===== src/rtl/dbg_port_pkg.sv =====
package dbg_port_pkg;
  localparam int ADDR_W     = 16;
  localparam int BOARD_LSB  = 12;
  localparam int HYB_LSB    = 8;
  localparam int FIELD_W    = 4;
  localparam int PATH_W     = 3;
  localparam int ARB_CFG_W  = 4;
  localparam int ARB_NO_W   = 3;
  localparam int CHIP_ID_W  = 16;
  localparam int BRD_ID_W   = 2;

  localparam logic [PATH_W-1:0] P_CHIP = 3'd0;
  localparam logic [PATH_W-1:0] P_DEV  = 3'd1;
  localparam logic [PATH_W-1:0] P_ARB  = 3'd2;
  localparam logic [PATH_W-1:0] P_BRD  = 3'd3;

  function automatic int path_len(logic [PATH_W-1:0] p, int dev_bits);
    case (p)
      P_CHIP:  return CHIP_ID_W;
      P_DEV:   return dev_bits;
      P_ARB:   return ARB_CFG_W;
      P_BRD:   return BRD_ID_W;
      default: return 1;
    endcase
  endfunction
endpackage


===== src/rtl/dbg_addr_unit.sv =====
module dbg_addr_unit
  import dbg_port_pkg::*;
#(
  parameter int N_HYB = 5
) (
  input  logic                 clk,
  input  logic                 rst_n,
  input  logic                 dbg_rst_n,
  input  logic                 shift,
  input  logic                 ser_in,
  input  logic [FIELD_W-1:0]   slot_no,
  input  logic                 dec_en,
  output logic                 bd_sel,
  output logic                 self_sel,
  output logic [PATH_W-1:0]    path,
  output logic [N_HYB-1:0]     hyb_sel_n
);
  logic [ADDR_W-1:0] addr_q, addr_d;
  logic [FIELD_W-1:0] hyb_f;

  always_comb begin
    addr_d = addr_q;
    if (!dbg_rst_n)  addr_d = '0;
    else if (shift)  addr_d = {ser_in, addr_q[ADDR_W-1:1]};
  end

  always_ff @(posedge clk or negedge rst_n) begin
    if (!rst_n) addr_q <= '0;
    else        addr_q <= addr_d;
  end

  assign hyb_f    = addr_q[HYB_LSB +: FIELD_W];
  assign bd_sel   = (addr_q[BOARD_LSB +: FIELD_W] == slot_no);
  assign self_sel = bd_sel && (addr_q[BOARD_LSB-1:PATH_W] == '0);
  assign path     = addr_q[PATH_W-1:0];

  for (genvar k = 0; k < N_HYB; k++) begin : g_hyb
    assign hyb_sel_n[k] = !(bd_sel && dec_en && (hyb_f == FIELD_W'(k + 1)));
  end
endmodule


===== src/rtl/dbg_chain.sv =====
module dbg_chain #(
  parameter int W  = 72,
  parameter int LW = 7
) (
  input  logic          clk,
  input  logic          rst_n,
  input  logic          shift,
  input  logic          load,
  input  logic          ser_in,
  input  logic [LW-1:0] len,
  input  logic [W-1:0]  ld_data,
  output logic [W-1:0]  chain_q
);
  logic [W-1:0] shifted, chain_d;

  for (genvar i = 0; i < W; i++) begin : g_bit
    if (i == W - 1) begin : g_top
      assign shifted[i] = (len == LW'(i + 1)) ? ser_in : 1'b0;
    end else begin : g_mid
      assign shifted[i] = (len == LW'(i + 1)) ? ser_in :
                          (len >  LW'(i + 1)) ? chain_q[i+1] : 1'b0;
    end
  end

  always_comb begin
    chain_d = chain_q;
    if (load)       chain_d = ld_data;
    else if (shift) chain_d = shifted;
  end

  always_ff @(posedge clk or negedge rst_n) begin
    if (!rst_n) chain_q <= '0;
    else        chain_q <= chain_d;
  end
endmodule


===== src/rtl/dbg_cfg_bank.sv =====
module dbg_cfg_bank
  import dbg_port_pkg::*;
#(
  parameter int                 W       = 72,
  parameter logic [CHIP_ID_W-1:0] CHIP_ID = 16'hA5C3
) (
  input  logic                  clk,
  input  logic                  rst_n,
  input  logic                  dbg_rst_n,
  input  logic                  wr_en,
  input  logic [PATH_W-1:0]     path,
  input  logic [W-1:0]          wdata,
  input  logic [BRD_ID_W-1:0]   bd_id,
  output logic [W-1:0]          rdata,
  output logic [W-1:0]          dev_q,
  output logic [ARB_CFG_W-1:0]  arb_q
);
  logic [W-1:0]         dev_d;
  logic [ARB_CFG_W-1:0] arb_d;

  always_comb begin
    dev_d = dev_q;
    arb_d = arb_q;
    if (!dbg_rst_n) begin
      dev_d = '0;
      arb_d = '0;
    end else if (wr_en) begin
      if (path == P_DEV) dev_d = wdata;
      if (path == P_ARB) arb_d = wdata[ARB_CFG_W-1:0];
    end
  end

  always_ff @(posedge clk or negedge rst_n) begin
    if (!rst_n) begin
      dev_q <= '0;
      arb_q <= '0;
    end else begin
      dev_q <= dev_d;
      arb_q <= arb_d;
    end
  end

  always_comb begin
    rdata = '0;
    case (path)
      P_CHIP:  rdata[CHIP_ID_W-1:0] = CHIP_ID;
      P_DEV:   rdata = dev_q;
      P_ARB:   rdata[ARB_CFG_W-1:0] = arb_q;
      P_BRD:   rdata[BRD_ID_W-1:0] = bd_id;
      default: rdata = '0;
    endcase
  end
endmodule


===== src/rtl/dbg_scan_port.sv =====
module dbg_scan_port
  import dbg_port_pkg::*;
#(
  parameter int                   N_DEV     = 8,
  parameter int                   DEV_CFG_W = 9,
  parameter int                   N_HYB     = 5,
  parameter logic [CHIP_ID_W-1:0] CHIP_ID   = 16'hA5C3
) (
  input  logic                       clk,
  input  logic                       rst_n,
  input  logic                       dbg_rst_n,
  input  logic                       shift_en,
  input  logic                       addr_mode,
  input  logic                       ser_in,
  input  logic                       exec,
  input  logic                       wr,
  input  logic [3:0]                 slot_no,
  input  logic [1:0]                 bd_id,
  output logic                       ser_out,
  output logic                       bd_sel,
  output logic [N_HYB-1:0]           hyb_sel_n,
  output logic [N_DEV*DEV_CFG_W-1:0] cfg_dev,
  output logic [2:0]                 arb_no
);
  localparam int CW = N_DEV * DEV_CFG_W;
  localparam int LW = $clog2(CW + 1);

  logic                 rs_q1, rs_q2;
  logic                 self_sel;
  logic [PATH_W-1:0]    path;
  logic [ARB_CFG_W-1:0] arb_q;
  logic [CW-1:0]        chain_q, rdata;
  logic [LW-1:0]        len;

  always_ff @(posedge clk or negedge rst_n) begin
    if (!rst_n) begin
      rs_q1 <= 1'b0;
      rs_q2 <= 1'b0;
    end else begin
      rs_q1 <= 1'b1;
      rs_q2 <= rs_q1;
    end
  end

  assign len = LW'(path_len(path, CW));

  dbg_addr_unit #(.N_HYB(N_HYB)) u_addr (
    .clk(clk), .rst_n(rs_q2), .dbg_rst_n(dbg_rst_n),
    .shift(shift_en && addr_mode && !exec), .ser_in(ser_in),
    .slot_no(slot_no), .dec_en(arb_q[ARB_CFG_W-1]),
    .bd_sel(bd_sel), .self_sel(self_sel), .path(path),
    .hyb_sel_n(hyb_sel_n)
  );

  dbg_chain #(.W(CW), .LW(LW)) u_chain (
    .clk(clk), .rst_n(rs_q2),
    .shift(shift_en && !addr_mode), .load(exec && !wr && self_sel),
    .ser_in(ser_in), .len(len), .ld_data(rdata), .chain_q(chain_q)
  );

  dbg_cfg_bank #(.W(CW), .CHIP_ID(CHIP_ID)) u_cfg (
    .clk(clk), .rst_n(rs_q2), .dbg_rst_n(dbg_rst_n),
    .wr_en(exec && wr && self_sel), .path(path), .wdata(chain_q),
    .bd_id(bd_id), .rdata(rdata), .dev_q(cfg_dev), .arb_q(arb_q)
  );

  assign ser_out = chain_q[0];
  assign arb_no  = arb_q[ARB_NO_W-1:0];
endmodule


===== config.mk =====
export PLATFORM = sky130hd
export DESIGN_NAME = dbg_scan_port
export DESIGN_NICKNAME = d
export VERILOG_FILES = /design/src/rtl/dbg_port_pkg.sv /design/src/rtl/dbg_addr_unit.sv /design/src/rtl/dbg_chain.sv /design/src/rtl/dbg_cfg_bank.sv /design/src/rtl/dbg_scan_port.sv
export SDC_FILE = /design/constraint.sdc
export NUM_CORES = 1
export LEC_CHECK = 0
export CORE_MARGIN = 2
export CORE_UTILIZATION = 44
export CTS_BUF_LIST = sky130_fd_sc_hd__clkbuf_8
export DETAILED_ROUTE_END_ITERATION = 8
export PLACE_DENSITY = 0.78
export REMOVE_ABC_BUFFERS = 1
export SLEW_MARGIN = 15
export SYNTH_ARGS = -nofsm -noshare
export SYNTH_HDL_FRONTEND = slang
export SYNTH_SLANG_ARGS = --single-unit

===== constraint.sdc =====
create_clock -name clk -period 4.8 [get_ports clk]
set_input_delay 0.96 -clock clk [delete_from_list [all_inputs] [get_ports clk]]
set_output_delay 0.96 -clock clk [all_outputs]
set_load 0.005 [all_outputs]

# [Word level (Yosys, flattened, before mapping)]
# Cells that the tools add are included.
[totals] register_bits=166 inputBits=14 output_inout_bits=82
[op_classes] order_cmp=71 eq_ne=85 n_mux=158 n_reduce_logical=27
[ops] op="72-bit 2-to-1 mux" count=5
[ops] op="7-bit by 6-bit equality test with 1-bit output (second input constant)" count=32
[ops] op="7-bit by 6-bit > comparator with 1-bit output (second input constant)" count=32
[ops] op="1-bit 2-to-1 mux" count=143
[ops] op="7-bit by 5-bit equality test with 1-bit output (second input constant)" count=16
[ops] op="7-bit by 5-bit > comparator with 1-bit output (second input constant)" count=16
[ops] op="7-bit equality test (second input constant)" count=9
[ops] op="7-bit by 4-bit equality test with 1-bit output (second input constant)" count=8
[ops] op="7-bit by 4-bit > comparator with 1-bit output (second input constant)" count=8
[ops] op="7-bit > comparator (second input constant)" count=8
[ops] op="56-bit 2-to-1 mux" count=1
[ops] op="16-bit 2-to-1 mux" count=2
[ops] op="7-bit by 3-bit equality test with 1-bit output (second input constant)" count=4
[ops] op="7-bit by 3-bit > comparator with 1-bit output (second input constant)" count=4
[ops] op="7-bit one-hot mux with 4 select lines" count=1
[ops] op="12-bit one-hot mux with 2 select lines" count=1
[ops] op="7-bit by 2-bit equality test with 1-bit output (second input constant)" count=2
[ops] op="7-bit by 2-bit > comparator with 1-bit output (second input constant)" count=2
[ops] op="1-bit logical AND" count=14
[ops] op="4-bit 2-to-1 mux" count=3
[ops] op="9-bit logical NOT" count=1
[ops] op="4-bit by 2-bit equality test with 1-bit output (second input constant)" count=2
[ops] op="4-bit by 3-bit equality test with 1-bit output (second input constant)" count=2
[ops] op="1-bit logical NOT" count=8
[ops] op="other kinds (12)" count=17

# [Depth between registers and ports, before layout]
# Gate-level depths: netlist (run 1).
[logic_depth] word_depth=7 ltp_mapped=7 depth_no_buf=4

# [Hierarchy]
# A second synthesis (run 1) with hierarchy kept.
[unflattened] cells_unflattened=1129 hier_area_um2=9999.6
[modules_own_cells] mod="dbg_chain" n_inst=1 cells_per_inst=617 area_each_um2=4966.0
[modules_own_cells] mod="dbg_cfg_bank" n_inst=1 cells_per_inst=424 area_each_um2=4076.4
[modules_own_cells] mod="dbg_addr_unit" n_inst=1 cells_per_inst=75 area_each_um2=837.1
[modules_own_cells] mod="dbg_scan_port" n_inst=1 cells_per_inst=13 area_each_um2=120.1

# [Least setup slack after synthesis (run 1)]
# No wires, ideal clock.
[synth_timing] path_type="input to output" start="in slot_no[0]" end="out hyb_sel_n[4]" t_arrival_ps=1829 required_ps=3840 slack_ps=2011 path_stages=4 path_buffers=0 cell_sequence="xnor2_1 > nand4_1 > nor3_1 > nand3_1"
[synth_between] elab_chain_len=4
[synth_rtl] item="start: declaration" line="dbg_scan_port.sv:17" source="input logic [3:0] slot_no,"
[synth_rtl] item="4-bit equality test" line="dbg_addr_unit.sv:33" source="assign bd_sel = (addr_q[BOARD_LSB +: FIELD_W] == slot_no);"
[synth_rtl] item="1-bit logical AND (2 in a row)" line="dbg_addr_unit.sv:38" source="assign hyb_sel_n[k] = !(bd_sel && dec_en && (hyb_f == FIELD_W'(k + 1)));"
[synth_rtl] item="1-bit logical NOT" line="dbg_addr_unit.sv:38"
[synth_rtl] item="end: declaration" line="dbg_scan_port.sv:21" source="output logic [N_HYB-1:0] hyb_sel_n,"
# No other way between the ends.

# [Worst setup path after layout (run 1)]
[layout_timing] start="in slot_no[1]" end="out hyb_sel_n[4]"
# Same word-level chain as after synthesis.

==> summary.txt, run 1 <==
Layout
  • Post-Layout Cell Count: 1034
  • Area delta synth->final: 19.18%
  • Layout Nets: between 800 and 900
  • Antenna Cells: 0
  • Design area: approximately 9300 um2
  • Share of cells above drive strength 1: 0.07664
  • Fillers: around 1500
  • Final Core Density: 0.5370

Route
  • DR vias: between 6000 and 7000
  • Wirelength per Cell: just under 20 um
  • DRT Pass-1 Iters: 5
  • # DRC: 0
  • Via density: just over 6
  • Post-route ant nets: 0
  • Final wirelength: about 20000 um
  • Drt first-iter violations: around 640

GRT
  • Met1 global-route usage: 0.3153
  • Gr usage total: 0.2249
  • Met2 Track Usage GR: 0.3546
  • GRT busiest layer: met2
  • Largest net degree at the start of global routing: between 90 and 100
  • Vias in the first global route: between 6000 and 7000
  • Grt total ovfl: 0
  • First-pass GRT wire length: between 30000 and 40000 um
  • Initial antenna violation count: 0
  • Met3 GRT Util: 0.05114

Timing
  • Final hold violation count: 0
  • Final Setup Violations: 0
  • Fin. max-slew vios: 0
  • Final Skew: ~0.017 ns
  • Final worst slack: 0.8760 ns
  • Max Freq: 254.8 MHz
  • RSZ-0062 raised after global routing: no
  • Worst Tran Pin Value: about 1.2 ns
  • Slew headroom: 0.2206
  • Min Tclk post-route: just under 4 ns
  • Tcrit/Tclk final: 0.8175
  • Hold Worst Slack: 0.3641 ns

CTS
  • Number of gates resized after cts: 0
  • CTS sink cnt: ~170
  • Hold Buf Count CTS: 0
  • Post-CTS Setup Inserts: 0
  • CTS tree: done
  • CTS clk-pin slew, worst paths: 0.08 ns
  • Clock Tree Buf Depth: 2
  • Root buffer cell: clkbuf_8
  • Clock buffer count from CTS: 17
  • Worst skew pair latency: roughly 0.47 ns
  • H-tree levels: 4

Synth
  • Post-synth EDFFs: 0
  • Synthesized instance count: ~750
  • Synth warn: 0
  • Count of cell types in the netlist: slightly above 40
  • Syn_area_per_cell: between 10 and 15 um2
  • Seq/Total Area, Yosys: 0.5312
  • Synthesized cell area: between 7000 and 8000 um2
  • Post-synth top area share: 0.5312
  • Ys async rst share: 1.000
  • Leading area contributor after synthesis: dfrtp_1
  • Synth Flop Type: dfrtp_1
  • FF+latch count, synth: between 150 and 200
  • Most area-consuming cells after synthesis: dfrtp_1, a21boi_0, a22oi_1

Power
  • VDD IR max: 0.2833 mV
  • Leak pwr: ~3.6 nW
  • Power Density: between 300 and 400 nW/um2

Worst hold path
  • Worst hold path class: flop to flop
  • Hold Startpoint: rs_q1
  • Hold Path Depth: 0
  • Hold path endpoint: rs_q2

Placed design
  • Detail Placement HPWL: 11440 um
  • Pre-CTS setup slack: roughly 0.88 ns
  • # port buffers: between 90 and 100
  • Gpl congestion: approximately 0.78
  • Placed Instance Area: just under 9000 um2
  • Cell Count Post-Placement: around 1000

Critical path
  • FF-to-FF End: u_chain.chain_q[2]
  • R2R Path Start: u_addr.addr_q[9]
  • Crit path capture type: primary output
  • Worst Path Required: roughly 3.8 ns
  • Worst endpoint data arrival time: just under 3 ns
  • FF-to-FF setup slack: between 2 and 2.5 ns
  • Startpoint types: primary input
  • FF-to-FF path depth: 6
  • Critical path class: primary input to primary output
  • Crit path max fanout: 7

Floorplanning
  • Die Width: about 140 um
  • Die footprint: between 15000 and 20000 um2
  • Row cnt: 48
  • Io pins: 96
  • Core area: about 17000 um2
  • DIE HEIGHT: ~140 um
  • Starting Density: 0.4505

Run
  • Max_cap viols: 0

Run status
  • Outcome: complete, no violations
[placed cells by master, fill, tap and decap left out, drive strengths merged, types with 4 or more instances in the layout]
cell type / n
o21ai: 77
nor3: 6
a21oi: 6
dfrtp: 166
bufinv: 5
a221o: 6
a21boi: 93
nand4: 4
xnor2: 4
clkbuf: 19
buf: 15
o21a: 5
clkinv: 5
nand2: 48
nor2: 10
o2bb2ai: 56
a22oi: 66
nand3: 79
inv: 4
mux2i: 12
clkdlybuf4s50: 94
[cell usage after synthesis, types with 4 or more instances]
| cell | n |
|---|---|
| nor3_1 | 4 |
| buf_2 | 21 |
| nor2_1 | 10 |
| a22oi_1 | 66 |
| nand3_1 | 79 |
| o21ai_0 | 77 |
| xnor2_1 | 4 |
| nand2_1 | 48 |
| a221o_1 | 6 |
| o2bb2ai_1 | 56 |
| dfrtp_1 | 166 |
| clkbuf_1 | 45 |
| buf_4 | 5 |
| a21oi_1 | 6 |
| mux2i_1 | 12 |
| o21a_1 | 5 |
| a21boi_0 | 91 |
| buf_6 | 4 |
[per-stage QoR]
stage	power (W)	setup TNS, ns
5_1_grt	0.002908	0
6_report	0.002807	0
3_5_place_dp	0.001659	0
2_1_floorplan	0.001578	-70.58
3_3_place_gp	0.001656	0
4_1_cts	0.002825	0
[flip-flops by register name, summed over array words and instances, names as in the netlist]
register         flops
u_cfg.dev_q         72
rs_q2                1
rs_q1                1
u_addr.addr_q       16
u_chain.chain_q     72
u_cfg.arb_q          4
[routing by layer]
metal / vias to the layer above / share of wire
li1: 2893 / -
met1: 3186 / 0.45
met2: 263 / 0.48
met3: 14 / 0.067
met4: 0 / 0.0088
met5: - / 0
[cells by family (layout without fill, tap and decap cells)]
group,count (synthesis),after routing,synth area share
DFF,166,166,0.5312
muxes,15,15,0.01968
xor gates and xnor gates,4,4,0.004480
other,1,1,0.0004795
AOI/OAI and AO/OA,314,314,0.2864
buffers and inverters,81,145,0.04848
and+or+nand+nor,164,164,0.1093
[final cells by class]
type	count	area [um2]	area share
multi-input combinational	498	3312	0.3554
clock inverter	13	203.9	0.02188
sequential	166	4158	0.4461
clock buffer	19	261.5	0.02806
inverter	4	15.01	0.001611
timing repair buffer	109	1089	0.1168
tap	225	281.5	0.03021
[worst max-delay path by stage]
stage / startpoint / to / slack (ns) / depth (start not counted)
after floorplan: addr_mode / u_chain.chain_q[16] / -0.77 / 4
after global placement: slot_no[0] / hyb_sel_n[4] / 0.95 / 6
after detailed placement: slot_no[0] / hyb_sel_n[4] / 0.88 / 6
after CTS: slot_no[0] / hyb_sel_n[4] / 0.88 / 6
after global routing: slot_no[0] / hyb_sel_n[4] / 0.68 / 6
final: slot_no[1] / hyb_sel_n[4] / 0.88 / 6
[worst max-delay path, cell delays in order]
cell	delay (ns)
clkdlybuf4s50_1	0.41
xnor2_1	0.41
nand4_1	0.30
nor3_1	0.32
nand3_1	0.11
clkdlybuf4s50_1	0.46
[power by group]
group	leakage, nW	switching, W	total, W	internal [W]
combinational	1.05	0.000101	0.000164	0.0000629
clock	0.229	0.000530	0.00117	0.000645
sequential	2.30	0.0000413	0.00147	0.00143
total	3.58	0.000672	0.00281	0.00213
Note: power is estimated with default switching activity, not from simulation.
==> run 2: changes to the inputs <==
PLACE_DENSITY = 0.76   (was 0.78)
clock period = 3.7 ns   (was 4.8 ns; I/O delays follow)
==> run 2 against run 1 <==
Register-to-register slack got worse by 0.85 ns. Power increased by 30%. First-iteration DRC count grew 3.4%. Sequential share of layout area down 0.32 points. Clock skew hardly changed. Critical path type unchanged. Critical endpoint unchanged. Non-clock buffer count increased by 6. Worst hold slack is essentially flat. Setup slack got worse by 0.55 ns.
==> summary.txt, run 2 (synthesis results as in run 1) <==
Timing
  • Worst Tran Pin Value: 0.9423 ns (-0.2268 ns)
  • Final hold violation count: 0 (unchanged)
  • Final Skew: 0.01628 ns (-0.0004198 ns)
  • Tcrit/Tclk final: 0.9109
  • Max Freq: between 200 and 300 MHz
  • Min Tclk post-route: about 3.4 ns
  • Slew headroom: 0.3718 (+0.1512)
  • RSZ-0062 raised after global routing: no
  • Final Setup Violations: 0 (unchanged)
  • Fin. max-slew vios: 0 (unchanged)

Placed design
  • Detail Placement HPWL: 11730 um (+2.5%)
  • Gpl congestion: 0.7713 (-1.4%)
  • # port buffers: 95 (unchanged)
  • Cell Count Post-Placement: 1008 (+0.60%)

Worst hold path
  • Hold Path Depth: 0 (unchanged)
  • Hold Startpoint: rs_q1
  • Worst hold path class: flop to flop

CTS
  • Number of gates resized after cts: 0 (unchanged)
  • Root buffer cell: clkbuf_8
  • Clock buffer count from CTS: 17 (unchanged)
  • Hold Buf Count CTS: 0 (unchanged)
  • H-tree levels: 4 (unchanged)
  • CTS sink cnt: 166 (unchanged)
  • CTS clk-pin slew, worst paths: 0.08 ns (about the same)
  • Clock Tree Buf Depth: 2 (unchanged)
  • CTS tree: done
  • Post-CTS Setup Inserts: 0 (unchanged)
  • Worst skew pair latency: 0.46 ns (about the same)

Power
  • Clock power frac: 0.420 (+0.002)
  • P_int: 0.002807 W (+32%)
  • Comb pwr share: 0.061 (+0.002)
  • VDD IR max: 0.2799 mV (-1.2%)
  • Psw: 0.0008532 W (+27%)
  • Total power: 0.003660 W (+30%)
  • Power Density: 389.9 nW/um2 (+29%)
  • Sequential share of power: 0.520 (-0.003)
  • Net Sw Frac: 0.2331 (-0.006445)
  • Leak pwr: 3.625 nW (+1.3%)

Critical path
  • Critical path class: primary input to primary output
  • Crit-path cells: clkdlybuf4s50_1, xnor2_1, nand4_1, nor3_1, nand3_1, clkdlybuf4s50_1
  • Worst endpoint data arrival time: 2.63 ns (-0.33 ns)
  • Worst Path Required: 2.96 ns (-0.88 ns)
  • CP Launch Point: slot_no[3]
  • CP max stage delay: 0.46 ns (about the same)
  • Crit path max fanout: 3 (-4)
  • FF-to-FF path depth: 5 (-1)
  • Critical path buffers and inverters: 2 (unchanged)
  • Cell mode on critical path: clkdlybuf4s50_1
  • Crit path capture type: primary output
  • CP top delay family: buffers and inverters
  • R2R Path Start: u_addr.addr_q[0]
  • Slowest-stage cell, CP: clkdlybuf4s50_1
  • Startpoint types: primary input
  • WP depth: 6 (unchanged)

Floorplanning
  • DIE HEIGHT: 137.3 um (unchanged)
  • Die footprint: 18860 um2 (unchanged)
  • Starting Density: 0.4505 (unchanged)
  • Die Width: 137.3 um (unchanged)
  • Io pins: 96 (unchanged)
  • Row cnt: 48 (unchanged)
  • Core area: 17360 um2 (unchanged)

Route
  • Post-route ant nets: 0 (unchanged)
  • DR vias: 6380 (+0.38%)
  • Drt first-iter violations: 665 (+3.4%)
  • Via density: 6.146 (about the same)
  • Wirelength per Cell: 19.30 um (-1.4%)
  • # DRC: 0 (unchanged)
  • DRT Pass-1 Iters: 6 (+1)
  • Final wirelength: 20030 um (-1.0%)

Layout
  • Commonest cells after routing, fill and taps aside: dfrtp_1, clkdlybuf4s50_1, a21boi_0
  • Area delta synth->final: 20.03%
  • Final Core Density: 0.5408 (+0.003821)
  • Share of cells above drive strength 1: 0.08118 (+0.004543)
  • Layout Nets: 816 (+0.74%)
  • Most common cell after layout, fill and taps aside: dfrtp_1
  • Post-Layout Cell Count: 1038 (+0.39%)
  • Antenna Cells: 0 (unchanged)
  • Biggest registers after layout: u_cfg.dev_q: 72 flops, u_chain.chain_q: 72 flops, u_addr.addr_q: 16 flops
  • Fillers: 1557 (+1.6%)

Run
  • Max_cap viols: 0 (unchanged)

GRT
  • First-pass GRT wire length: 33140 um (-0.46%)
  • Vias in the first global route: 6247 (-0.35%)
  • Initial antenna violation count: 0 (unchanged)
  • Grt total ovfl: 0 (unchanged)
  • Largest net degree at the start of global routing: 73 (-23%)
  • Gr usage total: 0.2220 (-0.002827)

Run status
  • Outcome: complete, no violations
==> run 2: final timing paths <==
kind / slack (ns) / to
setup / recovery: 0.33 / hyb_sel_n[4]
hold / removal: 0.36 / rs_q2
setup reg to reg: 1.32 / u_chain.chain_q[53]
hold reg to reg: 0.36 / rs_q2
max in group asynchronous: 2.45 / u_cfg.dev_q[40]
min in group asynchronous: 0.44 / rs_q2
==> run 2: power groups by stage <==
stage,clock [W],sequential [W],combinational [W]
CTS,0.00156,0.00190,0.000223
finish,0.00154,0.00190,0.000222
detailed placement,0,0.00194,0.000223
global route,0.00164,0.00191,0.000245
global placement,0,0.00194,0.000219
floorplan,0,0.00194,0.000111
==> run 2: layout make-up <==
class | instances | area, um2 | area share
clock buffer | 21 | 289.0 | 0.03079
clock inverter | 9 | 172.7 | 0.01840
inverter | 4 | 15.01 | 0.001600
multi-input combinational | 498 | 3312 | 0.3528
sequential | 166 | 4158 | 0.4429
tap | 225 | 281.5 | 0.02999
timing repair buffer | 115 | 1159 | 0.1234
==> run 2: layer usage <==
layer,GRT usage,share of wire,up-vias
li1,-,-,2888
met1,0.3189,0.46,3288
met2,0.3469,0.48,196
met3,0.05114,0.057,8
met4,0.04296,0.0053,0
met5,0,0,-
==> run 2: worst reg2reg max path, cell delays in order (launching register included) <==
cell and delay, ns:
dfrtp_1 0.56, clkinv_1 0.35, nor2_1 0.53, nor4b_4 0.34
buf_12 0.31, o2bb2ai_1 0.20
==> run 2: metrics by stage <==
stage | hold slack, ns | setup WS (ns) | cell area, um2 | TNS, ns
6_report | 0.3639 | 0.3298 | 9387 | 0
5_1_grt | 0.3856 | 0.1977 | 9387 | 0
4_1_cts | 0.3668 | 0.3100 | 9387 | 0
3_5_place_dp | 0.3357 | 0.3096 | 8925 | 0
3_3_place_gp | 0.3422 | 0.4426 | 8925 | 0
2_1_floorplan | 0.3312 | -1.649 | 7456 | -305.92
==> run 3: changes to the inputs <==
CORE_MARGIN = default   (was 2)
==> run 3 against run 2 <==
Power decreased by 0.31%. First-iteration DRC count down 22%. Routed wire length is 0.37% higher. Non-clock buffer count rose by 5.
==> summary.txt, run 3 (synthesis results as in run 1) <==
Run status
  • Outcome: complete, no violations

Layout
  • Commonest cells after routing, fill and taps aside: dfrtp_1, clkdlybuf4s50_1, a21boi_0
  • Design area: 9427 um2 (+0.43%)
  • Fillers: 1575 (+1.2%)
  • Area delta synth->final: 20.54%
  • Biggest registers after layout: u_cfg.dev_q: 72 flops, u_chain.chain_q: 72 flops, u_addr.addr_q: 16 flops
  • Antenna Cells: 0 (unchanged)
  • Most common cell after layout, fill and taps aside: dfrtp_1
  • Share of cells above drive strength 1: 0.08902 (+0.007844)
  • Layout Nets: 821 (+0.61%)

Floorplanning
  • Starting Density: 0.4521 (+0.001564)
  • Die footprint: 18310 um2 (-2.9%)
  • DIE HEIGHT: 135.3 um (-1.5%)
  • Core area: 17300 um2 (-0.35%)
  • Io pins: 96 (unchanged)
  • Die Width: 135.3 um (-1.5%)
  • Row cnt: 48 (unchanged)

CTS
  • Hold Buf Count CTS: 0 (unchanged)
  • CTS sink cnt: 166 (unchanged)
  • Clock buffer count from CTS: 17 (unchanged)
  • Worst skew pair latency: 0.47 ns (about the same)
  • Number of gates resized after cts: 0 (unchanged)
  • H-tree levels: 4 (unchanged)
  • Clock Tree Buf Depth: 2 (unchanged)
  • CTS tree: done
  • Root buffer cell: clkbuf_8
  • Post-CTS Setup Inserts: 0 (unchanged)
  • CTS clk-pin slew, worst paths: 0.08 ns (about the same)

Critical path
  • FF-to-FF path depth: 5 (unchanged)
  • Crit path max fanout: 3 (unchanged)
  • FF-to-FF End: u_chain.chain_q[51]
  • CP max stage delay: 0.46 ns (about the same)
  • R2R Path Start: u_addr.addr_q[0]
  • Crit-path cells: clkdlybuf4s50_1, xnor2_1, nand4_1, nor3_1, nand3_1, clkdlybuf4s50_1
  • Worst endpoint data arrival time: 2.49 ns (-0.14 ns)
  • Startpoint types: primary input
  • Critical path class: primary input to primary output
  • Critical path buffers and inverters: 2 (unchanged)
  • Slowest-stage cell, CP: clkdlybuf4s50_1
  • Worst Path Required: 2.96 ns (about the same)
  • Crit path capture type: primary output
  • Cell mode on critical path: clkdlybuf4s50_1
  • CP top delay family: buffers and inverters
  • FF-to-FF setup slack: 1.20 ns (-0.12 ns)

Power
  • Comb pwr share: 0.064 (+0.003)
  • Sequential share of power: 0.520 (about the same)
  • Clock power frac: 0.417 (-0.003)
  • Power Density: 387.1 nW/um2 (-0.73%)
  • Leak pwr: 3.635 nW (+0.28%)
  • Total power: 0.003649 W (-0.31%)
  • P_int: 0.002777 W (-1.0%)
  • VDD IR max: 0.4145 mV (+48%)
  • Psw: 0.0008714 W (+2.1%)
  • Net Sw Frac: 0.2388 (+0.005696)

Route
  • # DRC: 0 (unchanged)
  • Drt first-iter violations: 519 (-22%)
  • Post-route ant nets: 0 (unchanged)
  • DR vias: 6399 (+0.30%)
  • Wirelength per Cell: 19.24 um (-0.30%)
  • DRT Pass-1 Iters: 6 (unchanged)
  • Final wirelength: 20110 um (+0.37%)
  • Via density: 6.123 (-0.37%)

Timing
  • Worst Tran Pin Value: 0.8469 ns (-0.09544 ns)
  • Max Freq: 309.8 MHz (+4.4%)
  • Final Setup Violations: 0 (unchanged)
  • Tcrit/Tclk final: 0.8723 (-0.03859)
  • Slew headroom: 0.4354 (+0.06362)
  • Fin. max-slew vios: 0 (unchanged)
  • Min Tclk post-route: 3.227 ns (-0.1428 ns)
  • Final Skew: 0.01017 ns (-0.006106 ns)
  • RSZ-0062 raised after global routing: no
  • Final hold violation count: 0 (unchanged)
  • Setup total negative slack: 0 ns (unchanged)

Run
  • Max_cap viols: 0 (unchanged)

Placed design
  • # port buffers: 95 (unchanged)
  • Gpl congestion: 0.7754 (+0.53%)
  • Detail Placement HPWL: 11750 um (+0.19%)
  • Placed Instance Area: 8962 um2 (+0.42%)

GRT
  • Gr usage total: 0.2301 (+0.008088)
  • Grt total ovfl: 0 (unchanged)
  • Vias in the first global route: 6319 (+1.2%)
  • Initial antenna violation count: 0 (unchanged)
  • Largest net degree at the start of global routing: 79 (+8.2%)
  • First-pass GRT wire length: 33200 um (+0.17%)

Worst hold path
  • Worst hold path class: flop to async pin
run 3: cell count changes in the layout (fill, tap and decap cells not counted):
cell and delta:
buf_4 +5, clkbuf_8 -2, clkinvlp_4 +4
run 3: worst reg2reg max path, stage by stage (launching register included):
cell,delay [ns]
dfrtp_1,0.57
clkinv_1,0.37
nor2_1,0.56
nor4b_4,0.35
buf_4,0.40
o2bb2ai_1,0.18
run 3: layout make-up:
| class | instances | area (um2) | share of cell area |
|---|---|---|---|
| Tap cell | 225 | 281.5 | 0.02986 |
| Multi-Input combinational cell | 498 | 3312 | 0.3513 |
| Inverter | 4 | 15.01 | 0.001593 |
| Clock buffer | 19 | 261.5 | 0.02774 |
| Timing Repair Buffer | 120 | 1196 | 0.1269 |
| Sequential cell | 166 | 4158 | 0.4411 |
| Clock inverter | 13 | 202.7 | 0.02150 |
run 3: metal layers:
layer / routed length, um / vias to the layer above / GRT usage
met3: 1159 / 25 / 0.04527
met5: 0 / - / 0
met2: 9609 / 237 / 0.3664
met1: 9064 / 3240 / 0.3159
met4: 272 / 0 / 0.07303
li1: - / 2897 / -
run 3: worst max path at each step:
stage / cells past startpoint / end / from / slack (ns)
after global placement: 6 / hyb_sel_n[4] / slot_no[0] / 0.51
final: 6 / hyb_sel_n[4] / slot_no[0] / 0.47
after global routing: 6 / hyb_sel_n[4] / slot_no[0] / 0.33
after detailed placement: 6 / hyb_sel_n[4] / slot_no[0] / 0.49
after floorplan: 4 / u_chain.chain_q[16] / addr_mode / -1.65
after CTS: 6 / hyb_sel_n[4] / slot_no[0] / 0.49
run 3: power groups by stage:
| stage | registers, W | logic, W | clock network, W |
|---|---|---|---|
| after floorplan | 0.00194 | 0.000111 | 0 |
| after detailed placement | 0.00193 | 0.000232 | 0 |
| after global placement | 0.00193 | 0.000229 | 0 |
| after global routing | 0.00190 | 0.000253 | 0.00161 |
| final | 0.00190 | 0.000232 | 0.00152 |
| after CTS | 0.00190 | 0.000233 | 0.00154 |
run 3: metrics by stage:
stage / cells / utilization / worst slack, ns / hold slack (ns)
floorplan: 668 / - / -1.649 / 0.3312
global placement: 1013 / 0.5182 / 0.5054 / 0.3345
detailed placement: 1013 / 0.5182 / 0.4947 / 0.3366
CTS: 1045 / 0.5450 / 0.4883 / 0.3388
global route: 1045 / 0.5450 / 0.3344 / 0.3715
finish: 1045 / 0.5450 / 0.4725 / 0.3188
